===== src/rtl/qpc_pkg.sv =====
package qpc_pkg;

  typedef enum logic [1:0] {
    STEP_NONE = 2'd0,
    STEP_UP   = 2'd1,
    STEP_DOWN = 2'd2
  } qpc_step_e;

  // Next value for an up step in a 0..maxv ring
  function automatic int unsigned wrap_up(int unsigned cur, int unsigned maxv);
    return (cur >= maxv) ? 0 : cur + 1;
  endfunction

  // Next value for a down step in a 0..maxv ring
  function automatic int unsigned wrap_down(int unsigned cur, int unsigned maxv);
    return (cur == 0) ? maxv : cur - 1;
  endfunction

  // True when a clear held for held+1 cycles meets the minimum width
  function automatic logic clr_due(int unsigned held, int unsigned min_w);
    int unsigned need;
    need = (min_w == 0) ? 1 : min_w;
    return (held + 1) >= need;
  endfunction

endpackage


===== src/rtl/qpc_sync.sv =====
module qpc_sync #(
  parameter int W      = 1,
  parameter int STAGES = 2
) (
  input  logic         clk,
  input  logic         rst_n,
  input  logic [W-1:0] d,
  output logic [W-1:0] q
);
  logic [W-1:0] chain [STAGES];

  for (genvar i = 0; i < STAGES; i++) begin : g_stage
    if (i == 0) begin : g_first
      always_ff @(posedge clk or negedge rst_n)
        if (!rst_n) chain[i] <= '0;
        else        chain[i] <= d;
    end else begin : g_next
      always_ff @(posedge clk or negedge rst_n)
        if (!rst_n) chain[i] <= '0;
        else        chain[i] <= chain[i-1];
    end
  end

  assign q = chain[STAGES-1];
endmodule


===== src/rtl/qpc_quad_dec.sv =====
module qpc_quad_dec
  import qpc_pkg::*;
(
  input  logic      clk,
  input  logic      rst_n,
  input  logic      a_s,
  input  logic      b_s,
  output qpc_step_e step
);
  logic b_d;
  logic b_rise, b_fall;

  always_ff @(posedge clk or negedge rst_n)
    if (!rst_n) b_d <= 1'b0;
    else        b_d <= b_s;

  assign b_rise = b_s & ~b_d;
  assign b_fall = ~b_s & b_d;

  always_comb begin
    step = STEP_NONE;
    if (!a_s) begin
      if (b_fall)      step = STEP_UP;
      else if (b_rise) step = STEP_DOWN;
    end
  end
endmodule


===== src/rtl/qpc_clr_filter.sv =====
module qpc_clr_filter
  import qpc_pkg::*;
#(
  parameter int TW = 16
) (
  input  logic          clk,
  input  logic          rst_n,
  input  logic          clr_s,
  input  logic [TW-1:0] min_cycles,
  output logic          fire,
  output logic          active
);
  logic [TW-1:0] held;

  assign fire = clr_s && !active && clr_due(32'(held), 32'(min_cycles));

  always_ff @(posedge clk or negedge rst_n)
    if (!rst_n)               held <= '0;
    else if (!clr_s)          held <= '0;
    else if (held != '1)      held <= held + 1'b1;

  always_ff @(posedge clk or negedge rst_n)
    if (!rst_n)      active <= 1'b0;
    else if (!clr_s) active <= 1'b0;
    else if (fire)   active <= 1'b1;
endmodule


===== src/rtl/qpc_out_timer.sv =====
module qpc_out_timer #(
  parameter int TW = 16
) (
  input  logic          clk,
  input  logic          rst_n,
  input  logic          hit,
  input  logic          clr_fire,
  input  logic          latched,
  input  logic [TW-1:0] pulse_cycles,
  output logic          out_on
);
  logic [TW-1:0] remain;

  always_ff @(posedge clk or negedge rst_n)
    if (!rst_n) begin
      out_on <= 1'b0;
      remain <= '0;
    end else if (clr_fire) begin
      out_on <= 1'b0;
      remain <= '0;
    end else if (hit) begin
      out_on <= 1'b1;
      remain <= pulse_cycles;
    end else if (out_on && !latched) begin
      if (remain <= 1) out_on <= 1'b0;
      else             remain <= remain - 1'b1;
    end
endmodule


===== src/rtl/quad_preset_counter.sv =====
module quad_preset_counter
  import qpc_pkg::*;
#(
  parameter int PV_MAX      = 999999,
  parameter int TW          = 16,
  parameter int SYNC_STAGES = 2,
  localparam int PV_W       = $clog2(PV_MAX + 1)
) (
  input  logic            clk,
  input  logic            rst_n,
  input  logic            cnt_a,
  input  logic            cnt_b,
  input  logic            clr_in,
  input  logic [PV_W-1:0] setpoint,
  input  logic            hold_mode,
  input  logic            out_latched,
  input  logic [TW-1:0]   pulse_cycles,
  input  logic [TW-1:0]   clr_min_cycles,
  output logic [PV_W-1:0] pv,
  output logic            out1,
  output logic            out2
);
  logic [2:0]      raw_in, synced;
  logic            a_s, b_s, clr_s;
  qpc_step_e       step;
  logic            clr_fire, clr_active;
  logic            reached, frozen, count_en;
  logic            step_up, step_down, hit, out_on;
  logic [PV_W-1:0] pv_next;

  assign raw_in = {clr_in, cnt_b, cnt_a};

  qpc_sync #(.W(3), .STAGES(SYNC_STAGES)) u_sync (
    .clk(clk), .rst_n(rst_n), .d(raw_in), .q(synced)
  );

  assign a_s   = synced[0];
  assign b_s   = synced[1];
  assign clr_s = synced[2];

  qpc_quad_dec u_dec (
    .clk(clk), .rst_n(rst_n), .a_s(a_s), .b_s(b_s), .step(step)
  );

  qpc_clr_filter #(.TW(TW)) u_clr (
    .clk(clk), .rst_n(rst_n), .clr_s(clr_s), .min_cycles(clr_min_cycles),
    .fire(clr_fire), .active(clr_active)
  );

  // Event wires used by the bound checker
  assign frozen    = hold_mode && reached;
  assign count_en  = !clr_active && !clr_fire && !frozen;
  assign step_up   = count_en && (step == STEP_UP);
  assign step_down = count_en && (step == STEP_DOWN);

  always_comb begin
    pv_next = pv;
    if (step_up)        pv_next = PV_W'(wrap_up(32'(pv), PV_MAX));
    else if (step_down) pv_next = PV_W'(wrap_down(32'(pv), PV_MAX));
  end

  assign hit = (step_up || step_down) && (pv_next == setpoint) && (pv != setpoint);

  always_ff @(posedge clk or negedge rst_n)
    if (!rst_n) begin
      pv      <= '0;
      reached <= 1'b0;
    end else if (clr_fire) begin
      pv      <= '0;
      reached <= 1'b0;
    end else begin
      pv <= pv_next;
      if (hit) reached <= 1'b1;
    end

  qpc_out_timer #(.TW(TW)) u_out (
    .clk(clk), .rst_n(rst_n), .hit(hit), .clr_fire(clr_fire),
    .latched(out_latched), .pulse_cycles(pulse_cycles), .out_on(out_on)
  );

  assign out1 = out_on;
  assign out2 = out_on;
endmodule


===== config.mk =====
export PLATFORM = sky130hd
export DESIGN_NAME = quad_preset_counter
export DESIGN_NICKNAME = d
export VERILOG_FILES = /design/src/rtl/qpc_pkg.sv /design/src/rtl/qpc_sync.sv /design/src/rtl/qpc_quad_dec.sv /design/src/rtl/qpc_clr_filter.sv /design/src/rtl/qpc_out_timer.sv /design/src/rtl/quad_preset_counter.sv
export SDC_FILE = /design/constraint.sdc
export NUM_CORES = 1
export LEC_CHECK = 0
export BUFFER_PORTS_ARGS = -buffer_cell sky130_fd_sc_hd__buf_4
export CORE_MARGIN = 1
export CORE_UTILIZATION = 63
export DETAILED_ROUTE_END_ITERATION = 8
export PLACE_DENSITY = 0.95
export SLEW_MARGIN = 20
export SYNTH_ARGS = -nofsm -noshare
export SYNTH_HDL_FRONTEND = slang
export SYNTH_HIERARCHICAL = 1
export SYNTH_SLANG_ARGS = --single-unit

===== constraint.sdc =====
create_clock -name clk -period 9.8 [get_ports clk]
set_input_delay 2.45 -clock clk [delete_from_list [all_inputs] [get_ports clk]]
set_output_delay 2.45 -clock clk [all_outputs]
set_load 0.01 [all_outputs]

==> impl_metrics.ini <==
[placement]
gp_congestion = 1.048
dp_hpwl_um = 12690
dp_cells = 848
port_buffers = 80

[setup_path]
worst-path-max-fanout = 23
r2r-end = u_out/remain[13]
worstRegToRegCells = 22
worstSetupStartpoint = clr_min_cycles[8]
r2r_start = u_clr/held[0]
critical_path_class = input port to flop
r2r_slack_ns = 2.72
critPathCapture = u_out/remain[13]
end_kind = flop
worstPathArrival_ns = 8.48
crit_path_start_kind = input port
critPathRequiredTime_ns = 10.07

[floorplanning]
chipHeight_um = 96.43
num_io_pins = 81
start_util = 0.6473
die_area_mm2 = 0.009299
die-width_um = 96.43
rows = 34
core_region_area_mm2 = 0.008678

[timing]
worst_pin_slew_ns = 0.9299
period_minus_slack_ns = 8.207
setup_violations = 0
hold_viol_final = 0
finalCritPeriodShare = 0.8374
fin_setup_tns_ns = 0
drv_slew = 0
fmax_ghz = 0.1219
relSlewSlack = 0.3790
rsz0062_at_grt = false
skew_ns = 0.01804

[worst_hold_path]
holdPathStages = 0
min_path_type = flop to flop
hp-start = u_sync/chain[4]

[global_route]
grt_max_degree = 63
grt_pass1_wl_um = 27400
grt_pass1_vias = 5627
grt-ovfl-total = 0
antenna_found_initial = 0
track_usage = 0.3853

[power_and_ir_drop]
power_mw = 1.019
pwr_density_cell_mw_per_mm2 = 159.5
ir_drop_uv = 89.60
p_leak_nw = 2.827

[logic_synthesis]
syn-cell-area_mm2 = 0.005618
synth_area_per_cell_um2 = 8.095
syn_inst = 694
synth_warnings = 6
yosys_most_used_dff = dfrtp_1
synth_edf_count = 0
ys_seq_elements = 62
ys_types = 77
async_reset_ff_frac = 1.000
synth_nets = 775
ys_seq_area_frac = 0.2762

[job]
cap_viol_max_count = 0

[final_layout]
fin_nets = 832
drive_gt1_frac = 0.1786
layout_common_cells = 87 x buf_4, 62 x dfrtp_1, 53 x nor2_1, 44 x a21oi_1, 42 x nand2_1
diodes = 0
syn2layout_area_growth_pct = 13.76
final_common_cell = buf_4
fin_cells = 864

[clocking]
insertion_delay_ns = 0.36
hold_buffers = 0
post_cts_resize_count = 0
htree_levels = 3
clk_pin_slew_ns = 0.08
post_cts_buffers = 0
clk_path_buf_depth = 2
root_buffer = clkbuf_8
cts_made_buffers = 9
cts_tree = built
cts.sinks = 62

[drt]
wl_per_cell_um = 20.24
route.detailed.drc = 0
initialDrtViolationCount = 445
routed_wl_um = 17490
dr.pass1.iters = 5
viasPerCell = 6.980
vias = 6031
ant_nets = 0

[outcome]
status = finished, final reports clean
cell families (layout without fill, tap and decap cells):
group | after synthesis | count (layout) | synth area share
and+or+nand+nor | 308 | 308 | 0.3200
buffers and inverters | 82 | 144 | 0.06904
muxes | 2 | 2 | 0.003786
adders and majority gates | 22 | 22 | 0.04900
xor gates and xnor gates | 46 | 46 | 0.07171
DFF | 62 | 62 | 0.2762
AOI/OAI and AO/OA | 172 | 172 | 0.2102
power by group:
part | internal [mW] | switching, mW | total, mW
logic | 0.171 | 0.205 | 0.376
clock network | 0.126 | 0.117 | 0.243
registers | 0.283 | 0.117 | 0.400
total | 0.580 | 0.439 | 1.02
per-layer routing:
layer  GRT usage  up-vias  share of wire
met2      0.6483      389           0.49
met3     0.06573       88          0.074
met4      0.2255        0          0.048
met1      0.4637     2843           0.39
met5           0        -              0
li1            -     2711              -
Yosys cell counts, drive strengths merged (4+ instances only):
master | number | area share
or4 | 13 | 0.018
nor3 | 37 | 0.036
nand4 | 20 | 0.026
a211oi | 12 | 0.019
nand2b | 8 | 0.0089
nor3b | 7 | 0.0094
and4 | 10 | 0.016
o31ai | 10 | 0.014
clkbuf | 17 | 0.012
nand3 | 33 | 0.030
o21ai | 29 | 0.026
or3 | 12 | 0.013
a31oi | 12 | 0.013
a21o | 4 | 0.0053
nor4b | 7 | 0.014
inv | 40 | 0.027
nor4 | 26 | 0.037
nor2b | 10 | 0.011
o21bai | 4 | 0.0053
dfrtp | 62 | 0.28
and3 | 10 | 0.011
nor2 | 54 | 0.037
xnor2 | 23 | 0.036
a311oi | 6 | 0.0094
xor2 | 23 | 0.036
nand2 | 42 | 0.028
or2 | 6 | 0.0067
a211o | 6 | 0.0094
buf | 24 | 0.030
o21a | 8 | 0.011
a21oi | 44 | 0.039
ha | 22 | 0.049
and2 | 6 | 0.0067
worst min-delay path by stage:
stage                        to
CTS                 u_sync/q[1]
global route        u_sync/q[0]
floorplan           u_sync/q[0]
finish              u_sync/q[1]
global placement    u_sync/q[2]
detailed placement  u_sync/q[1]
area by class of cell:
type,count,area [um2]
Multi-Input combinational cell,550,3691
Inverter,41,153.9
Fill cell,654,2287
Clock inverter,6,68.82
Clock buffer,10,137.6
Sequential cell,62,1551
Timing Repair Buffer,87,653.1
Tap cell,108,135.1
critical path, stage by stage:
cell,delay [ns]
buf_4,0.11
nor4_1,0.31
a41o_1,0.21
ha_1,0.21
nand2b_1,0.14
a21oi_1,0.15
o31ai_1,0.11
o2111ai_1,0.40
a211oi_4,0.13
a211oi_2,0.80
nand4_1,0.39
o21ai_1,0.79
o221ai_1,0.29
a21boi_0,0.26
nor4b_1,0.08
and4_1,0.21
and4_1,0.23
buf_4,0.22
or3_1,0.36
or4_1,0.41
a31oi_1,0.19
flip-flops by register name, indices dropped and copies added (netlist names):
| name | flops |
|---|---|
| u_dec/b_d | 1 |
| u_out/remain | 16 |
| u_sync/q | 3 |
| u_clr/held | 16 |
| reached | 1 |
| u_clr/active | 1 |
| u_out/out_on | 1 |
| u_sync/chain | 3 |
| pv | 20 |
metrics by stage:
stage | instance area [um2] | hold slack, ns | setup slack [ns] | utilization
floorplan | 5618 | 0.3312 | 2.921 | -
global route | 6391 | 0.3628 | 1.203 | 0.7364
finish | 6391 | 0.3511 | 1.593 | 0.7364
global placement | 6185 | 0.3347 | 1.638 | 0.7127
detailed placement | 6185 | 0.3347 | 1.454 | 0.7127
CTS | 6391 | 0.3516 | 1.794 | 0.7364
Note: power is estimated with default switching activity, not from simulation.
